## src/rtl/dmcache_pkg.sv

```systemverilog
package dmcache_pkg;

  typedef enum logic [1:0] {
    ST_IDLE  = 2'd0,
    ST_EVICT = 2'd1,
    ST_FILL  = 2'd2,
    ST_WTHRU = 2'd3
  } cacheState_e;

  // strobes from the control FSM into the storage datapath
  typedef struct packed {
    logic fillWr;    // store memRData at the fill byte slot
    logic commit;    // mark line valid, load tag, clear dirty
    logic cpuWrite;  // store processor byte
    logic markDirty; // set dirty bit of indexed line
    logic victimSel; // memory address/data come from the resident line
    logic lineSel;   // memory address is new line base plus byte counter
  } cacheStrobe_t;

endpackage

```

## src/rtl/dmcache_datapath.sv

```systemverilog
module dmcache_datapath
  import dmcache_pkg::*;
#(
  parameter int ADDR_W     = 5,
  parameter int DATA_W     = 8,
  parameter int LINE_BYTES = 2,
  parameter int NUM_LINES  = 4,
  parameter int CNT_W      = 1
) (
  input  logic              clk,
  input  logic              rstN,
  input  logic [ADDR_W-1:0] cpuAddr,
  input  logic [DATA_W-1:0] cpuWData,
  input  logic [DATA_W-1:0] memRData,
  input  cacheStrobe_t      strobe,
  input  logic [CNT_W-1:0]  byteSel,
  output logic              lookupHit,
  output logic              victimDirty,
  output logic [DATA_W-1:0] cpuRData,
  output logic [ADDR_W-1:0] memAddr,
  output logic [DATA_W-1:0] memWData
);

  localparam int OFF_W  = $clog2(LINE_BYTES);
  localparam int IDX_W  = $clog2(NUM_LINES);
  localparam int SLOT_W = OFF_W + IDX_W;
  localparam int TAG_W  = ADDR_W - SLOT_W;
  localparam int SLOTS  = NUM_LINES * LINE_BYTES;

  logic [NUM_LINES-1:0] validQ;
  logic [NUM_LINES-1:0] dirtyQ;
  logic [TAG_W-1:0]     tagQ  [NUM_LINES];
  logic [DATA_W-1:0]    dataQ [SLOTS];

  logic [IDX_W-1:0]  idxF;
  logic [TAG_W-1:0]  tagF;
  logic [SLOT_W-1:0] cpuSlot;
  logic [SLOT_W-1:0] cntSlot;
  logic [ADDR_W-1:0] newLineAddr;
  logic [ADDR_W-1:0] oldLineAddr;

  assign cpuSlot = cpuAddr[SLOT_W-1:0];
  assign idxF    = cpuAddr[SLOT_W-1 -: IDX_W];
  assign tagF    = cpuAddr[ADDR_W-1 -: TAG_W];

  generate
    if (OFF_W == 0) begin : g_byteLine
      assign cntSlot     = cpuSlot;
      assign newLineAddr = cpuAddr;
      assign oldLineAddr = {tagQ[idxF], idxF};
    end else begin : g_multiLine
      assign cntSlot     = {idxF, byteSel[OFF_W-1:0]};
      assign newLineAddr = {cpuAddr[ADDR_W-1:OFF_W], byteSel[OFF_W-1:0]};
      assign oldLineAddr = {tagQ[idxF], idxF, byteSel[OFF_W-1:0]};
    end
  endgenerate

  assign lookupHit   = validQ[idxF] && (tagQ[idxF] == tagF);
  assign victimDirty = validQ[idxF] && dirtyQ[idxF];
  assign cpuRData    = dataQ[cpuSlot];

  always_comb begin
    if (strobe.victimSel)    memAddr = oldLineAddr;
    else if (strobe.lineSel) memAddr = newLineAddr;
    else                     memAddr = cpuAddr;
    memWData = strobe.victimSel ? dataQ[cntSlot] : cpuWData;
  end

  always_ff @(posedge clk) begin
    if (!rstN) begin
      validQ <= '0;
      dirtyQ <= '0;
    end else begin
      if (strobe.commit) begin
        validQ[idxF] <= 1'b1;
        dirtyQ[idxF] <= 1'b0;
      end else if (strobe.markDirty) begin
        dirtyQ[idxF] <= 1'b1;
      end
    end
  end

  always_ff @(posedge clk) begin
    if (strobe.commit)   tagQ[idxF]     <= tagF;
    if (strobe.fillWr)   dataQ[cntSlot] <= memRData;
    if (strobe.cpuWrite) dataQ[cpuSlot] <= cpuWData;
  end

  // the cycle after reset releases, no line is valid
  a_r1_clean_after_reset: assert property (@(posedge clk) disable iff (!rstN)
    !$past(rstN) |-> (validQ == '0));

  // a freshly committed line hits on the held address
  a_r2_commit_hits: assert property (@(posedge clk) disable iff (!rstN)
    strobe.commit |=> lookupHit);

  // only a resident line can turn dirty
  a_r7_dirty_only_hit: assert property (@(posedge clk) disable iff (!rstN)
    strobe.markDirty |-> lookupHit);

endmodule

```

## src/rtl/dmcache_control.sv

```systemverilog
module dmcache_control
  import dmcache_pkg::*;
#(
  parameter int LINE_BYTES = 2,
  parameter bit WRITE_BACK = 1'b1,
  parameter int CNT_W      = 1
) (
  input  logic             clk,
  input  logic             rstN,
  input  logic             cpuRd,
  input  logic             cpuWr,
  input  logic             lookupHit,
  input  logic             victimDirty,
  input  logic             memAck,
  output cacheStrobe_t     strobe,
  output logic [CNT_W-1:0] byteSel,
  output logic             cpuStall,
  output logic             cpuHit,
  output logic             memReq,
  output logic             memWe
);

  cacheState_e      stateQ, stateD;
  logic [CNT_W-1:0] cntQ, cntD;
  logic             missQ, missD;
  logic             req, done, lastByte;

  assign req      = cpuRd | cpuWr;
  assign lastByte = (cntQ == CNT_W'(LINE_BYTES - 1));
  assign byteSel  = cntQ;
  assign cpuStall = req && !done;
  assign cpuHit   = !missQ;

  always_comb begin
    stateD = stateQ;
    cntD   = cntQ;
    missD  = missQ;
    strobe = '0;
    done   = 1'b0;
    memReq = 1'b0;
    memWe  = 1'b0;
    unique case (stateQ)
      ST_IDLE: begin
        if (req) begin
          if (lookupHit) begin
            if (!cpuWr) begin
              done = 1'b1;
            end else if (WRITE_BACK) begin
              strobe.cpuWrite  = 1'b1;
              strobe.markDirty = 1'b1;
              done             = 1'b1;
            end else begin
              stateD = ST_WTHRU;
            end
          end else begin
            missD  = 1'b1;
            cntD   = '0;
            stateD = (WRITE_BACK && victimDirty) ? ST_EVICT : ST_FILL;
          end
        end
      end
      ST_EVICT: begin
        memReq           = 1'b1;
        memWe            = 1'b1;
        strobe.victimSel = 1'b1;
        if (memAck) begin
          if (lastByte) begin
            cntD   = '0;
            stateD = ST_FILL;
          end else begin
            cntD = cntQ + 1'b1;
          end
        end
      end
      ST_FILL: begin
        memReq         = 1'b1;
        strobe.lineSel = 1'b1;
        if (memAck) begin
          strobe.fillWr = 1'b1;
          if (lastByte) begin
            strobe.commit = 1'b1;
            cntD          = '0;
            stateD        = ST_IDLE;
          end else begin
            cntD = cntQ + 1'b1;
          end
        end
      end
      ST_WTHRU: begin
        memReq = 1'b1;
        memWe  = 1'b1;
        if (memAck) begin
          strobe.cpuWrite = 1'b1;
          done            = 1'b1;
          stateD          = ST_IDLE;
        end
      end
      default: stateD = ST_IDLE;
    endcase
    if (done) missD = 1'b0;
  end

  always_ff @(posedge clk) begin
    if (!rstN) begin
      stateQ <= ST_IDLE;
      cntQ   <= '0;
      missQ  <= 1'b0;
    end else begin
      stateQ <= stateD;
      cntQ   <= cntD;
      missQ  <= missD;
    end
  end

  // the processor waits while a memory transaction is open
  a_r4_stall_while_mem: assert property (@(posedge clk) disable iff (!rstN)
    (memReq && !memAck) |-> cpuStall);

  // last write-back byte hands over to a fill starting at offset 0
  a_r8_evict_then_fill: assert property (@(posedge clk) disable iff (!rstN)
    (stateQ == ST_EVICT && memAck && lastByte) |=> (stateQ == ST_FILL && cntQ == '0));

  // in write-back mode a completed write hit leaves memory idle
  a_r7_wb_hit_quiet: assert property (@(posedge clk) disable iff (!rstN)
    (WRITE_BACK && stateQ == ST_IDLE && cpuWr && lookupHit) |=> !memReq);

endmodule

```

## src/rtl/dmcache_top.sv

```systemverilog
module dmcache_top
  import dmcache_pkg::*;
#(
  parameter int ADDR_W     = 5,
  parameter int DATA_W     = 8,
  parameter int LINE_BYTES = 2,
  parameter int NUM_LINES  = 4,
  parameter bit WRITE_BACK = 1'b1
) (
  input  logic              clk,
  input  logic              rstN,
  input  logic              cpuRd,
  input  logic              cpuWr,
  input  logic [ADDR_W-1:0] cpuAddr,
  input  logic [DATA_W-1:0] cpuWData,
  output logic [DATA_W-1:0] cpuRData,
  output logic              cpuStall,
  output logic              cpuHit,
  output logic              memReq,
  output logic              memWe,
  output logic [ADDR_W-1:0] memAddr,
  output logic [DATA_W-1:0] memWData,
  input  logic [DATA_W-1:0] memRData,
  input  logic              memAck
);

  localparam int OFF_W = $clog2(LINE_BYTES);
  localparam int CNT_W = (OFF_W == 0) ? 1 : OFF_W;

  cacheStrobe_t     strobe;
  logic [CNT_W-1:0] byteSel;
  logic             lookupHit, victimDirty;

  dmcache_control #(
    .LINE_BYTES(LINE_BYTES), .WRITE_BACK(WRITE_BACK), .CNT_W(CNT_W)
  ) ctrl_i (
    .clk(clk), .rstN(rstN), .cpuRd(cpuRd), .cpuWr(cpuWr),
    .lookupHit(lookupHit), .victimDirty(victimDirty), .memAck(memAck),
    .strobe(strobe), .byteSel(byteSel), .cpuStall(cpuStall), .cpuHit(cpuHit),
    .memReq(memReq), .memWe(memWe)
  );

  dmcache_datapath #(
    .ADDR_W(ADDR_W), .DATA_W(DATA_W), .LINE_BYTES(LINE_BYTES),
    .NUM_LINES(NUM_LINES), .CNT_W(CNT_W)
  ) dp_i (
    .clk(clk), .rstN(rstN), .cpuAddr(cpuAddr), .cpuWData(cpuWData),
    .memRData(memRData), .strobe(strobe), .byteSel(byteSel),
    .lookupHit(lookupHit), .victimDirty(victimDirty), .cpuRData(cpuRData),
    .memAddr(memAddr), .memWData(memWData)
  );

  // an open memory request holds steady until acknowledged
  a_r10_req_hold: assert property (@(posedge clk) disable iff (!rstN)
    (memReq && !memAck) |=> (memReq && $stable(memWe) && $stable(memAddr) && $stable(memWData)));

endmodule

```

## config.mk

```make
export PLATFORM = sky130hd
export DESIGN_NAME = dmcache_top
export DESIGN_NICKNAME = d
export VERILOG_FILES = /design/src/rtl/dmcache_pkg.sv /design/src/rtl/dmcache_datapath.sv /design/src/rtl/dmcache_control.sv /design/src/rtl/dmcache_top.sv
export SDC_FILE = /design/constraint.sdc
export NUM_CORES = 1
export LEC_CHECK = 0
export BUFFER_PORTS_ARGS = -buffer_cell sky130_fd_sc_hd__buf_2
export CORE_MARGIN = 2
export CORE_UTILIZATION = 60
export DETAILED_ROUTE_END_ITERATION = 7
export PLACE_DENSITY = 0.84
export SLEW_MARGIN = 0
export SYNTH_ARGS = -nofsm -noshare
export SYNTH_HDL_FRONTEND = slang
export SYNTH_HIERARCHICAL = 1
export SYNTH_SLANG_ARGS = --single-unit
```

## constraint.sdc

```tcl
create_clock -name clk -period 3.5 [get_ports clk]
set_clock_uncertainty 0.15 [all_clocks]
set_input_delay 0.175 -clock clk [delete_from_list [all_inputs] [get_ports clk]]
set_output_delay 0.175 -clock clk [all_outputs]
set_load 0.05 [all_outputs]
```

; After elaboration in Yosys (flattened, before gate mapping)
; Memory sizes are Yosys's and may differ from the RTL's.
; Index checks and enable logic that the tools add are counted.
[totals]
register_bits = 12
mem_bits_rw = 72
in_bits = 26
memories = 2
[op_classes]
addsub = 1
n_lt_le_gt_ge = 2
eq_ne = 12
n_mux = 50
bitwise_logic = 7
reduce_logical = 17
[memory_table]
columns = name, depth, width, rd, rd_ports_with_merged_regs, wr, line
row1 = dp_i.dataQ, 8, 8, 2, 0, 1, dmcache_datapath.sv:33  ; logic [DATA_W-1:0] dataQ [SLOTS];
row2 = dp_i.tagQ, 4, 2, 1, 0, 1, dmcache_datapath.sv:32  ; logic [TAG_W-1:0] tagQ [NUM_LINES];
[op_table]
columns = op, count
row1 = $mux 2, 13
row2 = $mux 1, 24
row3 = $mux 8, 2
row4 = $mux 4, 2
row5 = $ne 2x1->1 const B, 4
row6 = $ne 2x2->1 const B, 4
row7 = $or 4x4->4, 2
row8 = $pmux 2 s4, 1
row9 = $reduce_or 8->1, 1
row10 = $reduce_and 7->1, 1
row11 = $pmux 1 s2, 3
row12 = $reduce_or 2->1, 3
row13 = $mux 5, 1
row14 = $and 4x4->4, 1
row15 = $bmux 1 s2, 2
row16 = $eq 2x2->1 const B, 2
row17 = $logic_and 1x1->1, 4
row18 = $not 4->4, 1
row19 = $reduce_and 4->1, 1
row20 = $reduce_bool 2->1, 2
row21 = $lt 2x3->1 const B, 1
row22 = $mux 3, 1
row23 = $reduce_and 3->1, 1
row24 = $reduce_or 3->1, 1
row25 = other kinds (9), 11

; Longest topological paths before layout
[logic_depth]
depth_word = 10
mapped_depth = 10

; Modules after synthesis
; The synthesis kept the hierarchy.
[by_module_without_submodules]
columns = module, instances, cells_per_inst, area_each_um2
row1 = dmcache_datapath, 1, 293, 4629.4
row2 = dmcache_control, 1, 47, 370.4

; Least setup slack after synthesis
; No wires, ideal clock.
[synth_timing]
path_type = reg2reg
from = mem dp_i/tagQ[3][1] in the netlist's numbering
to = mem dp_i.dataQ[0][0], enable pin
setup_ns = 0.383
arrival_ns = 2.404
slack_ns = 0.563
path_stages_with_launch = 10
synth_period_minus_slack_ns = 2.937
cell_sequence = edfxtp_1 > mux4_2 > xnor2_1 > and3_1 > nand3_1 > a21oi_1 > buf_2 > nor2b_1 > a21oi_1 > nor3_1
[synth_rtl]
columns = element, line
row1 = start: declaration, dmcache_datapath.sv:32
row2 = end: declaration, dmcache_datapath.sv:33

==> impl_metrics.json <==
{
  "postLayoutCellArea_mm2": 0.00552,
  "ys_seq_area_frac": 0.480,
  "synth_cells": 340,
  "initial_utilization": 0.615,
  "htreeDepth": 3,
  "rr_worst_depth": 8,
  "drc": 0,
  "grt_antenna_before_repair": 0,
  "cts.clk_slew.worst_paths_ps": 80,
  "synth_seq_cells": 84,
  "die_y_um": 95.3,
  "async_flop_share": 0,
  "worstSetupPathType": "reg -> reg",
  "fill_cells": 556,
  "cp.arrival_ps": 3150,
  "cts_inserted_buffers": 9,
  "setup_viol": 0,
  "rsz0062_at_grt": "no",
  "min_path_cells": 2,
  "dieArea_mm2": 0.00908,
  "area_growth_syn_to_layout_pct": 10.4,
  "cts.sinks": 84,
  "grtUsageTotal": 0.268,
  "period_share": 0.916,
  "final_layout_size_suffix_gt1_frac": 0.446,
  "insertion_delay_ps": 350,
  "syn_nets": 371,
  "grt-ovfl-total": 0,
  "power.total_mw": 2.28,
  "finalMaxSlewViolations": 0,
  "netlist_area_mm2": 0.00500,
  "hold_viol": 0,
  "grt_pass1_wl_um": 17600,
  "rows": 33,
  "critPathRequiredTime_ps": 3450,
  "via_per_inst": 6.33,
  "tns_ps": 0,
  "cts_root_buffer": "clkbuf_8",
  "tightest_slew_ps": 1030,
  "power_leakage_nw": 1.90,
  "fp.coreArea_mm2": 0.00813,
  "maxSlewHeadroom": 0.313,
  "vias": 3189,
  "num-nets-final": 426,
  "pre_cts_slack_ps": 342,
  "io_pins": 51,
  "cts_tree": "done",
  "drt-wirelength-per-cell_um": 22.3,
  "ys_warn_count": 6,
  "status": "completed",
  "hp-class": "in -> reg",
  "maxCapViolCount": 0,
  "die_w_um": 95.3,
  "drtIter0Drc": 225,
  "power_density_mw_per_mm2": 413,
  "postCtsSetupBuffers": 0,
  "cp-start-kind": "flip-flop",
  "vdd_ir_drop_max_mv": 0.274,
  "grt_pass1_vias": 3152,
  "setup_ws_ps": 293,
  "post-route-min-period_ps": 3210,
  "ant_nets": 0,
  "place_area_mm2": 0.00532,
  "ys.flop_type": "edfxtp_1",
  "grt_max_degree": 39,
  "place.gp.congestion": 0.844,
  "max_freq_mhz": 312,
  "port_buffers": 50,
  "drt-total-wl_um": 11300,
  "cp_max_fo": 8,
  "cp-end-kind": "flip-flop",
  "diodes": 0,
  "post_synth.cell_area_avg_um2": 14.7,
  "dp_hpwl_um": 7430,
  "synth_cell_type_count": 45,
  "firstDrtPassIters": 5,
  "synth-edff-count": 72,
  "cts_buffer_depth": 2
}
placed cells by master, fill, tap and decap left out, types with 6 or more instances in the layout:
| master | netlist | layout |
|---|---|---|
| buf_2 | 6 | 50 |
| nor2_1 | 10 | 10 |
| mux2_2 | 66 | 66 |
| o221ai_1 | 8 | 8 |
| clkbuf_8 | 0 | 9 |
| nor3b_1 | 6 | 6 |
| nor2b_1 | 9 | 9 |
| a21oi_1 | 7 | 7 |
| inv_1 | 9 | 9 |
| mux2i_1 | 18 | 18 |
| nand2_1 | 8 | 8 |
| o22a_1 | 8 | 8 |
| mux2_1 | 8 | 8 |
| dfxtp_1 | 12 | 11 |
| mux4_2 | 25 | 25 |
| buf_4 | 6 | 13 |
| edfxtp_1 | 72 | 72 |
power by group:
| part | total [mW] | switching (mW) | internal [mW] |
|---|---|---|---|
| registers | 1.15 | 0.0361 | 1.11 |
| clock network | 0.670 | 0.347 | 0.323 |
| logic | 0.458 | 0.270 | 0.188 |
| total | 2.28 | 0.653 | 1.62 |
sequential cells by signal, summed over array words and instances (netlist names), named ones only:
register / count
dp_i/dataQ: 64
dp_i/tagQ: 8
dp_i/validQ: 4
ctrl_i/stateQ: 2
ctrl_i/byteSel: 1
ctrl_i/missQ: 1
area by class of cell:
type | instances | area, um^2 | area share
clock inverters | 5 | 53.8 | 0.00975
multi-input cells | 226 | 2400 | 0.435
well taps | 105 | 131 | 0.0238
flip-flops and latches | 84 | 2400 | 0.436
clock buffers | 10 | 128 | 0.0231
repair buffers | 65 | 368 | 0.0667
inverters | 9 | 33.8 | 0.00612
synthesized netlist by cell type (3+ instances only):
library cell / number / area, um^2
o221ai_1: 8 / 70.1
o21a_1: 4 / 30.0
a21oi_1: 7 / 35.0
nor2b_1: 9 / 56.3
and3_1: 4 / 25.0
mux4_1: 3 / 78.8
dfxtp_1: 12 / 240
ha_1: 5 / 62.6
o22a_1: 8 / 70.1
mux4_2: 25 / 563
nand2_1: 8 / 30.0
buf_4: 6 / 45.0
a31oi_1: 3 / 18.8
nor3b_1: 6 / 45.0
inv_1: 9 / 33.8
edfxtp_1: 72 / 2160
nand2b_1: 3 / 18.8
mux2i_1: 18 / 180
nand3_1: 4 / 20.0
and2_1: 5 / 31.3
buf_6: 3 / 33.8
buf_2: 6 / 30.0
nor2_1: 10 / 37.5
mux2_2: 66 / 743
mux2_1: 8 / 90.1
clkbuf_1: 3 / 11.3
final timing paths:
path                   startpoint               end  slack (ps)
hold / removal               rstN    dp_i/validQ[0]          20
setup / recovery  dp_i/tagQ[2][0]  dp_i/dataQ[4][0]         290
hold reg to reg    dp_i/validQ[1]    dp_i/validQ[1]         330
setup reg to reg  dp_i/tagQ[2][0]  dp_i/dataQ[4][0]         290
layer usage:
| layer | up-vias | track usage | wire length [um] |
|---|---|---|---|
| met2 | 117 | 0.425 | 5470 |
| li1 | 1465 | - | - |
| met4 | 0 | 0.0930 | 197 |
| met5 | - | 0 | 0 |
| met1 | 1594 | 0.381 | 4850 |
| met3 | 13 | 0.0411 | 750 |
cells by family (layout without fill, tap and decap cells):
logic type,Yosys count,in the layout,synth area share
buffers and inverters,30,89,0.0393
xor gates and xnor gates,2,2,0.00350
AOI/OAI and AO/OA,39,39,0.0616
DFF,84,84,0.480
adders and majority gates,5,5,0.0125
and+or+nand+nor,60,60,0.0716
muxes,120,120,0.331
worst max-delay path, stage by stage, from the launching register on:
cell	delay [ps]
edfxtp_1	390
mux4_2	490
xnor2_1	130
and3_1	230
nand3_1	110
a21oi_1	270
nand2b_1	200
nor2_2	580
mux2_2	410
stage by stage:
step / util / std cells / hold slack, ps
after global routing: 0.679 / 504 / 34.8
final: 0.679 / 504 / 17.5
after CTS: 0.679 / 504 / 9.40
after detailed placement: 0.654 / 487 / 300
after global placement: 0.654 / 487 / 283
after floorplan: - / 340 / 124
what timing repair did:
| action | 4_1_cts | 5_1_grt |
|---|---|---|
| gates resized for setup | 0 | 0 |
| endpoints found under the hold margin | 8 | 0 |
| hold buffers | 2 | 0 |
Note: power is estimated with default switching activity, not from simulation.
